`src/rtl/urx_pkg.sv`:
```
package urx_pkg;

  // write-side register addresses
  localparam logic [2:0] WA_CTRL    = 3'd0;
  localparam logic [2:0] WA_BASE_HI = 3'd1;
  localparam logic [2:0] WA_BASE_LO = 3'd2;
  localparam logic [2:0] WA_RELEASE = 3'd3;
  localparam logic [2:0] WA_KICK    = 3'd4;

  // read-side register addresses
  localparam logic [2:0] RA_CTRL    = 3'd0;
  localparam logic [2:0] RA_HI_STG  = 3'd1;
  localparam logic [2:0] RA_BASE_LO = 3'd2;
  localparam logic [2:0] RA_LAST    = 3'd3;
  localparam logic [2:0] RA_CNT_HI  = 3'd4;
  localparam logic [2:0] RA_CNT_LO  = 3'd5;
  localparam logic [2:0] RA_STATUS  = 3'd6;

  typedef struct packed {
    logic       ovf_ie;
    logic       rx_ie;
    logic [2:0] loop_code;
    logic       ninth_en;
    logic       ring_mode;
    logic       enable;
  } ctrl_t;

  typedef enum logic [1:0] {DS_IDLE, DS_DATA, DS_STOP} ds_state_t;

  // ring length in bytes for a loop code; the top code behaves as the largest
  function automatic logic [15:0] ring_len(input logic [2:0] code);
    ring_len = (code == 3'b111) ? 16'd1024 : (16'd16 << code);
  endfunction

endpackage

```
`src/rtl/urx_deser.sv`:
```
module urx_deser
  import urx_pkg::*;
#(
  parameter int DW = 8
) (
  input  logic          clk,
  input  logic          rst_n,
  input  logic          en,
  input  logic          tick,
  input  logic          rxd,
  input  logic          ninth_en,
  output logic          done,
  output logic [DW-1:0] data,
  output logic          bit9,
  output logic          frame_err
);

  localparam int BC_W = $clog2(DW + 2);

  ds_state_t     st_q, st_n;
  logic [BC_W-1:0] bc_q, bc_n;
  logic [DW:0]   sh_q, sh_n;
  logic          nine_q, nine_n;
  logic          done_q, done_n;
  logic [DW-1:0] data_q, data_n;
  logic          b9_q, b9_n;
  logic          fe_q, fe_n;

  always_comb begin
    st_n   = st_q;
    bc_n   = bc_q;
    sh_n   = sh_q;
    nine_n = nine_q;
    done_n = 1'b0;
    data_n = data_q;
    b9_n   = b9_q;
    fe_n   = fe_q;
    if (!en) begin
      st_n = DS_IDLE;
    end else if (tick) begin
      unique case (st_q)
        DS_IDLE: if (!rxd) begin
          st_n   = DS_DATA;
          bc_n   = '0;
          nine_n = ninth_en;
        end
        DS_DATA: begin
          sh_n = {rxd, sh_q[DW:1]};
          bc_n = bc_q + 1'b1;
          if (bc_q == (nine_q ? BC_W'(DW) : BC_W'(DW - 1))) st_n = DS_STOP;
        end
        DS_STOP: begin
          st_n   = DS_IDLE;
          done_n = 1'b1;
          fe_n   = ~rxd;
          data_n = nine_q ? sh_q[DW-1:0] : sh_q[DW:1];
          b9_n   = nine_q ? sh_q[DW] : 1'b0;
        end
        default: st_n = DS_IDLE;
      endcase
    end
  end

  always_ff @(posedge clk or negedge rst_n) begin
    if (!rst_n) begin
      st_q   <= DS_IDLE;
      bc_q   <= '0;
      sh_q   <= '0;
      nine_q <= 1'b0;
      done_q <= 1'b0;
      data_q <= '0;
      b9_q   <= 1'b0;
      fe_q   <= 1'b0;
    end else begin
      st_q   <= st_n;
      bc_q   <= bc_n;
      sh_q   <= sh_n;
      nine_q <= nine_n;
      done_q <= done_n;
      data_q <= data_n;
      b9_q   <= b9_n;
      fe_q   <= fe_n;
    end
  end

  assign done      = done_q;
  assign data      = data_q;
  assign bit9      = b9_q;
  assign frame_err = fe_q;

  // a frame spans at least ten ticks, so completion is a single-cycle pulse
  a_r2_done_pulse: assert property (@(posedge clk) disable iff (!rst_n)
    done_q |=> !done_q);

endmodule

```
`src/rtl/urx_regs.sv`:
```
module urx_regs
  import urx_pkg::*;
#(
  parameter int ADDR_W = 16,
  parameter int CNT_W  = 11
) (
  input  logic              clk,
  input  logic              rst_n,
  input  logic              wr_en,
  input  logic [2:0]        wr_addr,
  input  logic [7:0]        wr_data,
  input  logic [2:0]        rd_addr,
  output logic [7:0]        rd_data,
  input  logic [CNT_W-1:0]  cnt,
  input  logic [7:0]        last_byte,
  input  logic [7:0]        status,
  output ctrl_t             ctrl,
  output logic [ADDR_W-1:0] base,
  output logic              rel_stb,
  output logic [7:0]        rel_val,
  output logic              kick_stb
);

  localparam int HI_W = ADDR_W - 8;

  ctrl_t             ctrl_q, ctrl_n;
  logic [HI_W-1:0]   hi_q, hi_n;
  logic [ADDR_W-1:0] base_q, base_n;
  logic [15:0]       cnt16;

  always_comb begin
    ctrl_n = ctrl_q;
    hi_n   = hi_q;
    base_n = base_q;
    if (wr_en) begin
      unique case (wr_addr)
        WA_CTRL:    ctrl_n = ctrl_t'(wr_data);
        WA_BASE_HI: hi_n   = HI_W'(wr_data);
        WA_BASE_LO: base_n = {hi_q, wr_data};
        default: ;
      endcase
    end
  end

  always_ff @(posedge clk or negedge rst_n) begin
    if (!rst_n) begin
      ctrl_q <= '0;
      hi_q   <= '0;
      base_q <= '0;
    end else begin
      ctrl_q <= ctrl_n;
      hi_q   <= hi_n;
      base_q <= base_n;
    end
  end

  assign ctrl     = ctrl_q;
  assign base     = base_q;
  assign rel_stb  = wr_en && (wr_addr == WA_RELEASE);
  assign rel_val  = wr_data;
  assign kick_stb = wr_en && (wr_addr == WA_KICK);
  assign cnt16    = 16'(cnt);

  always_comb begin
    unique case (rd_addr)
      RA_CTRL:    rd_data = ctrl_q;
      RA_HI_STG:  rd_data = 8'(hi_q);
      RA_BASE_LO: rd_data = base_q[7:0];
      RA_LAST:    rd_data = last_byte;
      RA_CNT_HI:  rd_data = cnt16[15:8];
      RA_CNT_LO:  rd_data = cnt16[7:0];
      RA_STATUS:  rd_data = status;
      default:    rd_data = 8'h00;
    endcase
  end

  // the active base moves only on a low-byte write
  a_r8_base_hold: assert property (@(posedge clk) disable iff (!rst_n)
    !(wr_en && wr_addr == WA_BASE_LO) |=> $stable(base_q));

endmodule

```
`src/rtl/urx_ring.sv`:
```
module urx_ring
  import urx_pkg::*;
#(
  parameter int ADDR_W = 16,
  parameter int CNT_W  = 11
) (
  input  logic              clk,
  input  logic              rst_n,
  input  logic              en_dma,
  input  logic              kick,
  input  logic              byte_stb,
  input  logic [7:0]        byte_in,
  input  logic [2:0]        loop_code,
  input  logic [ADDR_W-1:0] base,
  input  logic              rel_stb,
  input  logic [7:0]        rel_val,
  output logic              ram_we,
  output logic [ADDR_W-1:0] ram_addr,
  output logic [7:0]        ram_wdata,
  output logic [CNT_W-1:0]  count,
  output logic              ovf_evt,
  output logic              ovf_flag,
  output logic              armed
);

  localparam int OFF_W = CNT_W - 1;

  logic [CNT_W-1:0] len, sum, dec, diff;
  logic [OFF_W-1:0] mask, off_eff;
  logic             wr, full;

  logic [CNT_W-1:0] cnt_q, cnt_n;
  logic [OFF_W-1:0] off_q, off_n;
  logic             armed_q, armed_n;
  logic             ovf_q, ovf_n;

  assign len     = CNT_W'(ring_len(loop_code));
  assign mask    = OFF_W'(len - 1'b1);
  assign off_eff = off_q & mask;
  assign wr      = byte_stb && armed_q && en_dma;
  assign full    = (cnt_q >= len);
  assign ovf_evt = wr && full;
  assign sum     = cnt_q + CNT_W'(wr && !full);
  assign dec     = rel_stb ? CNT_W'(rel_val) : '0;
  assign diff    = (dec > sum) ? '0 : (sum - dec);

  always_comb begin
    armed_n = armed_q;
    cnt_n   = (diff > len) ? len : diff;
    off_n   = off_q;
    ovf_n   = ovf_q || ovf_evt;
    if (wr) off_n = (off_eff + 1'b1) & mask;
    if (!en_dma) armed_n = 1'b0;
    else if (kick) armed_n = 1'b1;
    if (kick) begin
      cnt_n = '0;
      off_n = '0;
      ovf_n = 1'b0;
    end
  end

  always_ff @(posedge clk or negedge rst_n) begin
    if (!rst_n) begin
      cnt_q   <= '0;
      off_q   <= '0;
      armed_q <= 1'b0;
      ovf_q   <= 1'b0;
    end else begin
      cnt_q   <= cnt_n;
      off_q   <= off_n;
      armed_q <= armed_n;
      ovf_q   <= ovf_n;
    end
  end

  assign ram_we    = wr;
  assign ram_addr  = base + ADDR_W'(off_eff);
  assign ram_wdata = byte_in;
  assign count     = cnt_q;
  assign ovf_flag  = ovf_q;
  assign armed     = armed_q;

  // with an unchanged loop code the count never exceeds the ring length
  a_r5_count_bound: assert property (@(posedge clk) disable iff (!rst_n)
    $stable(loop_code) |-> (cnt_q <= len));

  // a byte into a full ring leaves the count where it was
  a_r7_ovf_saturate: assert property (@(posedge clk) disable iff (!rst_n)
    (ovf_evt && !rel_stb && !kick) |=> (cnt_q == $past(cnt_q)));

  // the overflow flag holds until a kick
  a_r7_flag_sticky: assert property (@(posedge clk) disable iff (!rst_n)
    (ovf_q && !kick) |=> ovf_q);

  // a kick empties the ring state
  a_r9_kick_clears: assert property (@(posedge clk) disable iff (!rst_n)
    kick |=> (cnt_q == '0 && !ovf_q && off_q == '0));

endmodule

```
`src/rtl/uart_rx_ring_dma.sv`:
```
module uart_rx_ring_dma
  import urx_pkg::*;
#(
  parameter int ADDR_W = 16,
  parameter int CNT_W  = 11
) (
  input  logic              clk,
  input  logic              rst_n,
  input  logic              baud_tick,
  input  logic              rxd,
  input  logic              wr_en,
  input  logic [2:0]        wr_addr,
  input  logic [7:0]        wr_data,
  input  logic [2:0]        rd_addr,
  output logic [7:0]        rd_data,
  output logic              ram_we,
  output logic [ADDR_W-1:0] ram_addr,
  output logic [7:0]        ram_wdata,
  output logic              irq_rx,
  output logic              irq_ovf
);

  ctrl_t             ctrl;
  logic [ADDR_W-1:0] base;
  logic              rel_stb, kick_stb;
  logic [7:0]        rel_val;
  logic              done, bit9, frame_err;
  logic [7:0]        rx_byte;
  logic [CNT_W-1:0]  count;
  logic              ovf_evt, ovf_flag, armed;
  logic [7:0]        status;

  assign status = {4'b0000, armed, ovf_flag, bit9, frame_err};

  urx_regs #(.ADDR_W(ADDR_W), .CNT_W(CNT_W)) u_regs (
    .clk(clk), .rst_n(rst_n),
    .wr_en(wr_en), .wr_addr(wr_addr), .wr_data(wr_data),
    .rd_addr(rd_addr), .rd_data(rd_data),
    .cnt(count), .last_byte(rx_byte), .status(status),
    .ctrl(ctrl), .base(base),
    .rel_stb(rel_stb), .rel_val(rel_val), .kick_stb(kick_stb)
  );

  urx_deser #(.DW(8)) u_deser (
    .clk(clk), .rst_n(rst_n),
    .en(ctrl.enable), .tick(baud_tick), .rxd(rxd), .ninth_en(ctrl.ninth_en),
    .done(done), .data(rx_byte), .bit9(bit9), .frame_err(frame_err)
  );

  urx_ring #(.ADDR_W(ADDR_W), .CNT_W(CNT_W)) u_ring (
    .clk(clk), .rst_n(rst_n),
    .en_dma(ctrl.enable && ctrl.ring_mode), .kick(kick_stb),
    .byte_stb(done), .byte_in(rx_byte), .loop_code(ctrl.loop_code),
    .base(base), .rel_stb(rel_stb), .rel_val(rel_val),
    .ram_we(ram_we), .ram_addr(ram_addr), .ram_wdata(ram_wdata),
    .count(count), .ovf_evt(ovf_evt), .ovf_flag(ovf_flag), .armed(armed)
  );

  assign irq_rx  = done && ctrl.rx_ie;
  assign irq_ovf = ovf_evt && ctrl.ovf_ie;

  // nothing reaches RAM while ring mode is off
  a_r10_no_ram_direct: assert property (@(posedge clk) disable iff (!rst_n)
    !ctrl.ring_mode |-> !ram_we);

  // an overflow interrupt always accompanies a RAM write
  a_r7_ovf_with_write: assert property (@(posedge clk) disable iff (!rst_n)
    irq_ovf |-> ram_we);

endmodule

```
`config.mk`:
```
export PLATFORM = sky130hd
export DESIGN_NAME = uart_rx_ring_dma
export DESIGN_NICKNAME = d
export VERILOG_FILES = /design/src/rtl/urx_pkg.sv /design/src/rtl/urx_deser.sv /design/src/rtl/urx_regs.sv /design/src/rtl/urx_ring.sv /design/src/rtl/uart_rx_ring_dma.sv
export SDC_FILE = /design/constraint.sdc
export NUM_CORES = 1
export LEC_CHECK = 0
export ABC_CLOCK_PERIOD_IN_PS = 7700
export BUFFER_PORTS_ARGS = -buffer_cell sky130_fd_sc_hd__clkbuf_2
export CORE_MARGIN = 2
export CORE_UTILIZATION = 35
export DETAILED_ROUTE_END_ITERATION = 12
export GPL_ROUTABILITY_DRIVEN = 0
export SLEW_MARGIN = 20
export SYNTH_ARGS = -nofsm -noshare
export SYNTH_HDL_FRONTEND = slang
export SYNTH_SLANG_ARGS = --single-unit
```
`constraint.sdc`:
```
create_clock -name clk -period 7.7 [get_ports clk]
set_clock_uncertainty 0.2 [all_clocks]
set_input_delay 2.31 -clock clk [delete_from_list [all_inputs] [get_ports clk]]
set_output_delay 2.31 -clock clk [all_outputs]
set_load 0.005 [all_outputs]
```
==> results.tsv, run 1 <==
stage	metric	value	unit
status	outcome	finished clean	
clock_tree	cts_hold_buf	0	
global_routing	grt_max_degree	76	
critical_path	cp_num_buf_inv	0	
critical_path	cp-end-kind	flip-flop	
global_routing	grt_pass1_wl	23400	um
critical_path	critPathKind	flip-flop to flip-flop	
sta	fmax	154	MHz
synth	yosysTopAreaCell	dfrtp_1	
floorplan	placementRows	45	
clock_tree	cts_inserted_buffers	9	
synth	synth_edf_count	0	
placed_design	port-buffer-count	53	
power	swShare	40.4	%
power	p_switching	786	uW
clock_tree	clock_path_buffers	2	
hold_path	hold_path.class	flip-flop to flip-flop	
critical_path	critPathSlowestCell	dfrtp_1	
critical_path	cp_max_fo	14	
global_routing	grtUsageTotal	18.2	%
final_layout	fin_nets	677	
critical_path	cp.required	7.79	ns
power	pwr-share-comb	44.2	%
floorplan	initial_core_util	36.0	%
final_layout	drive_above_1_share	23.0	%
clock_tree	cts_sinks	82	
final_layout	fin_cells	836	
synth	synth_ff_type	dfrtp_1	
synth	async_flop_share	100	%
synth	synth_nets	627	
synth	yosys.area.top_type_share	37.4	%
clock_tree	ctsResizeCount	0	
critical_path	critPathMostFrequentCell	ha_1	
critical_path	worstPathArrival	6.59	ns
synth	ys_top_cells_by_count	dfrtp_1, nand2_1, mux2_2, nor2_1, a21oi_1	
sta	fin_crit	6.50	ns
floorplan	core	0.0153	mm2
power	peakVddDrop	183	uV
synth	yosysMostFrequentCell	dfrtp_1	
synth	yosys_warnings	0	
sta	rsz0062_at_grt	false	
synth	synth_area_per_cell	9.63	um2
drt	drt-pass1-iter-count	4	
sta	setup_viol	0	
drt	drt_iter0_drc	302	
drt	wl	14600	um
run	cap_violations	0	
synth	netlist_instances	570	
critical_path	cpLargestDelayFamily	simple AND/OR/NAND/NOR gates	
critical_path	slowest_delay	0.53	ns
sta	hold_slack	0.307	ns
global_routing	grt_overflow	0	
power	p_leak	2.85	nW
drt	vias_per_cell	5.36	
drt	vias	4483	
power	power_density	310	mW/mm2
global_routing	grt_antenna_before_repair	0	
drt	ant_nets	0	
placed_design	dp.cells	820	
sta	maxSlewViolCount	0	
sta	finalHoldViolations	0	
floorplan	dieArea	0.0167	mm2
power	p_int	1.16	mW
clock_tree	htree_levels	3	
drt	wire_per_inst	17.5	um
clock_tree	cts_tree	built	
synth	synth_seq_area_share	37.4	%
placed_design	dp_slack	1.07	ns
clock_tree	clock-root-buffer	clkbuf_16	
critical_path	start_kind	flip-flop	
sta	final.setup.tns	0	ns
floorplan	ios	54	
sta	relSlewSlack	35.2	%
clock_tree	clkLatencyLatePin	0.35	ns
placed_design	hpwl	11000	um
drt	drc	0	
clock_tree	postCtsSetupBuffers	0	
sta	worst_slew_pin_slew	0.972	ns
synth	synth.area.top_cells	dfrtp_1, mux2_2, ha_1	
floorplan	fp.dieH	129	um
sta	post-route-period-util	84.4	%
global_routing	first_global_vias	4454	
final_layout	area_growth	14.4	%
power	p_seq_share	33.5	%
power	power.share.clock	22.3	%
synth	synth.distinct_cells	64	
final_layout	diodes	0	
clock_tree	clkTransAtPathRegs	0.07	ns
final_layout	fill_cells	1520	
sta	setup_ws	1.20	ns
floorplan	dieWidth	129	um
synth	ys_seq_elements	82	
synth	syn_area	0.00549	mm2
[final timing paths]
kind / startpoint / to / slack, ns / depth (start not counted)
max: u_regs.ctrl[5] / u_ring.count[9] / 1.20 / 28
min: u_deser.bit9 / u_deser.bit9 / 0.31 / 2
max reg2reg: u_regs.ctrl[5] / u_ring.count[9] / 1.20 / 28
min reg2reg: u_deser.bit9 / u_deser.bit9 / 0.31 / 2
max in group asynchronous: rst_n / u_ring.count[2] / 4.58 / 2
min in group asynchronous: rst_n / u_ring.count[9] / 1.56 / 1
[power by group through the flow]
stage | Sequential, mW | Clock, mW | Combinational, mW
finish | 0.652 | 0.435 | 0.859
global route | 0.666 | 0.460 | 0.959
CTS | 0.649 | 0.445 | 0.855
detailed placement | 0.656 | 0 | 0.850
global placement | 0.651 | 0 | 0.822
floorplan | 0.583 | 0 | 0.703
[worst min-delay path, delay by kind of cell (launching register included)]
family,cells,cell delay (ns)
and+or+nand+nor,1,0.05
AOI/OAI and AO/OA,1,0.06
DFF,1,0.36
[layer usage]
metal | global-route usage [%] | vias up | part of all wire, % | wire [um]
met1 | 24.9 | 2205 | 47 | 6900
met2 | 28.8 | 110 | 46 | 6710
met3 | 4.87 | 14 | 5.7 | 833
met5 | 0 | - | 0 | 0
li1 | - | 2154 | - | -
met4 | 4.60 | 0 | 1.3 | 184
[cell families after synthesis]
kind of cell,after synthesis,share of synthesized area [%]
compound gates,113,12.3
simple gates,206,19.5
mux,64,14.5
xor+xnor,26,4.29
flops,82,37.4
fa+ha+maj,38,8.94
buf+inv,41,3.03
[area by class of cell]
type                            count  area (um2)  area share [%]
Multi-Input combinational cell    447        3270            52.1
Sequential cell                    82        2050            32.7
Timing Repair Buffer               59         313            4.98
Tap cell                          211         264            4.20
Clock buffer                       11         253            4.02
Inverter                           21        78.8            1.26
Clock inverter                      5        45.0           0.717
[sequential cells by signal, summed over array words and instances (netlist names), 2 cells and up]
name / count
u_regs.base: 16
u_ring.count: 11
u_deser.sh_q: 9
u_ring.off_q: 10
u_deser.data: 8
u_deser.st_q: 2
u_regs.ctrl: 8
u_regs.hi_q: 8
u_deser.bc_q: 4
[cells in the final DEF, fill, tap and decap left out, drive strengths merged, types with 13 or more instances in the layout]
cell type / synthesis / layout
nand2: 59 / 59
a21oi: 39 / 39
dfrtp: 82 / 82
nor2: 43 / 43
o21ai: 32 / 32
mux2i: 13 / 13
mux2: 43 / 43
nor3: 20 / 20
clkbuf: 17 / 63
ha: 36 / 36
xnor2: 15 / 15
inv: 21 / 24
[metrics by stage]
step / instance area, um2 / util, % / power [mW]
after floorplan: 5490 / - / 1.29
after global placement: 5980 / 39.2 / 1.47
after detailed placement: 5980 / 39.2 / 1.51
after CTS: 6280 / 41.2 / 1.95
after global routing: 6280 / 41.2 / 2.09
final: 6280 / 41.2 / 1.95
No activity file was read; power rests on OpenSTA's default activity.
==> run 2, diff against run 1 <==
Settings changed: ABC_CLOCK_PERIOD_IN_PS 7700 to 5360.
Clock period 7.7 ns to 5.36 ns, I/O delays scaled along.
==> run 2 against run 1 <==
  * The flow now finishes with violations (negative setup slack)
  * Worst setup slack worse by 1.5 ns
  * Combinational power up 150%
  * Final cell count up 8.6%
  * Via count up 7.4%
  * Global-route usage up 0.99 points
  * Critical path type unchanged
  * Largest power group unchanged
==> results.tsv, run 2 (synthesis gave the netlist of run 1 again) <==
stage	metric	value	unit	change
drt	vias	4816		+7.4%
final_layout	layout_commonest_cell	dfrtp_1		
critical_path	worstPathArrival	5.73	ns	-0.86 ns
final_layout	fin_nets	749		+11%
placed_design	hpwl	11500	um	+4.6%
drt	vias_per_cell	5.30		-1.1%
floorplan	core	0.0153	mm2	unchanged
floorplan	ios	54		unchanged
critical_path	r2r_end	u_ring.count[9]		
floorplan	initial_core_util	36.0	%	unchanged
final_layout	area_growth	31.8	%	
critical_path	cp_max_fo	5		-9
power	p_total	3.61	mW	+86%
final_layout	largest_register_ffs	16		unchanged
sta	final.setup.tns	-2.14	ns	-2.14 ns
clock_tree	htree_levels	3		unchanged
drt	drc	0		unchanged
drt	drt_iter0_drc	250		-17%
sta	relSlewSlack	47.8	%	+13 points
sta	hold_slack	0.294	ns	-0.0126 ns
clock_tree	cts_inserted_buffers	9		unchanged
sta	post-route-period-util	105	%	+21 points
sta	setup_ws	-0.293	ns	-1.49 ns
sta	setup_viol	10		+10
critical_path	reg2reg_from	u_regs.ctrl[4]		
critical_path	crit_end	u_ring.count[9]		
floorplan	dieArea	0.0167	mm2	unchanged
status	outcome	finished, violations left		
global_routing	grt_max_degree	83		+9.2%
sta	maxSlewViolCount	0		unchanged
placed_design	dp.cells	866		+5.6%
placed_design	dp_slack	-0.419	ns	-1.49 ns
critical_path	critPathSlowestCell	dfrtp_2		
floorplan	placementRows	45		unchanged
critical_path	cp-end-kind	flip-flop		
critical_path	cp-startpoint	u_regs.ctrl[4]		
drt	ant_nets	0		unchanged
sta	fmax	177	MHz	+15%
global_routing	grt_pass1_wl	25000	um	+6.6%
global_routing	first_global_vias	4850		+8.9%
critical_path	reg2regPathDepth	30		+7.1%
clock_tree	cts_tree	built		
global_routing	grt_antenna_before_repair	0		unchanged
global_routing	grt_overflow	0		unchanged
global_routing	grtUsageTotal	19.2	%	+0.99 points
sta	worst_slew_pin_slew	0.779	ns	-0.193 ns
drt	drt-pass1-iter-count	4		unchanged
sta	rsz0062_at_grt	true		
sta	finalHoldViolations	0		unchanged
power	peakVddDrop	241	uV	+32%
critical_path	start_kind	flip-flop		
final_layout	fill_cells	1415		-6.9%
final_layout	diodes	0		unchanged
clock_tree	clkTransAtPathRegs	0.06	ns	about the same
final_layout	finish.utilization	47.4	%	+6.3 points
status	violations	negative setup slack		
drt	wl	15800	um	+8.0%
placed_design	port-buffer-count	53		unchanged
critical_path	critPathKind	flip-flop to flip-flop		
critical_path	r2r_slack	-0.29	ns	-1.49 ns
hold_path	hold_path.class	flip-flop to flip-flop		
final_layout	fin_cells	908		+8.6%
final_layout	finish.instance_area	0.00723	mm2	+15%
drt	wire_per_inst	17.4	um	-0.58%
sta	fin_crit	5.65	ns	-0.849 ns
clock_tree	cts_sinks	82		unchanged
run	cap_violations	0		unchanged
clock_tree	clock_path_buffers	2		unchanged
critical_path	cp.required	5.44	ns	-2.35 ns
final_layout	mostFrequentLayoutCells	dfrtp_1, buf_4, nand2_1		
power	p_leak	3.25	nW	+14%
final_layout	drive_above_1_share	38.5	%	+15 points
power	power_density	499	mW/mm2	+61%
critical_path	slowest_delay	0.44	ns	-0.09 ns
placed_design	place_area	0.00638	mm2	+6.6%
floorplan	dieWidth	129	um	unchanged
clock_tree	cts_hold_buf	0		unchanged
clock_tree	clock-root-buffer	clkbuf_16		
floorplan	fp.dieH	129	um	unchanged
clock_tree	clkLatencyLatePin	0.34	ns	about the same
## run 2: report_power, final
part	leakage (nW)	internal, mW	switching [mW]	total [mW]
Sequential	1.06	0.743	0.152	0.895
Combinational	2.05	1.11	1.02	2.13
Clock	0.131	0.320	0.265	0.585
Total	3.25	2.17	1.44	3.61
## run 2: worst min-delay path by stage
stage                       from                 to  cells past startpoint
2_1_floorplan       u_deser.bit9       u_deser.bit9                      2
3_3_place_gp   u_deser.frame_err  u_deser.frame_err                      2
3_5_place_dp   u_deser.frame_err  u_deser.frame_err                      2
4_1_cts        u_deser.frame_err  u_deser.frame_err                      2
5_1_grt             u_deser.bit9       u_deser.bit9                      2
6_report       u_deser.frame_err  u_deser.frame_err                      2
## run 2: what timing repair did
item,in CTS,in global routing
resized for setup,42,33
setup buffers,19,7
pin swaps,32,32
endpoints found under the hold margin,0,0
endpoints found under the setup margin,11,11
gates cloned,1,0
## run 2: layout make-up
| cell class | instances | area, um2 | area share [%] |
|---|---|---|---|
| Timing Repair Buffer | 130 | 872 | 12.1 |
| Inverter | 21 | 78.8 | 1.09 |
| Sequential cell | 82 | 2060 | 28.4 |
| Clock inverter | 6 | 48.8 | 0.675 |
| Tap cell | 211 | 264 | 3.65 |
| Clock buffer | 10 | 229 | 3.16 |
| Multi-Input combinational cell | 448 | 3690 | 51.0 |
## run 2: layer usage
metal	up-vias	global-route usage, %	wire, um
met2	102	32.6	7810
li1	2297	-	-
met4	0	4.80	377
met1	2386	25.2	7020
met5	-	0	0
met3	31	4.00	582
## run 2: critical path: cells and delay by family, from the launching register on
family | cells | cell delay (ns)
and+or+nand+nor | 12 | 1.50
AOI/OAI and AO/OA | 8 | 1.46
adders and majority gates | 5 | 1.16
buffers and inverters | 3 | 0.37
DFF | 1 | 0.44
xor gates and xnor gates | 1 | 0.14
muxes | 1 | 0.31
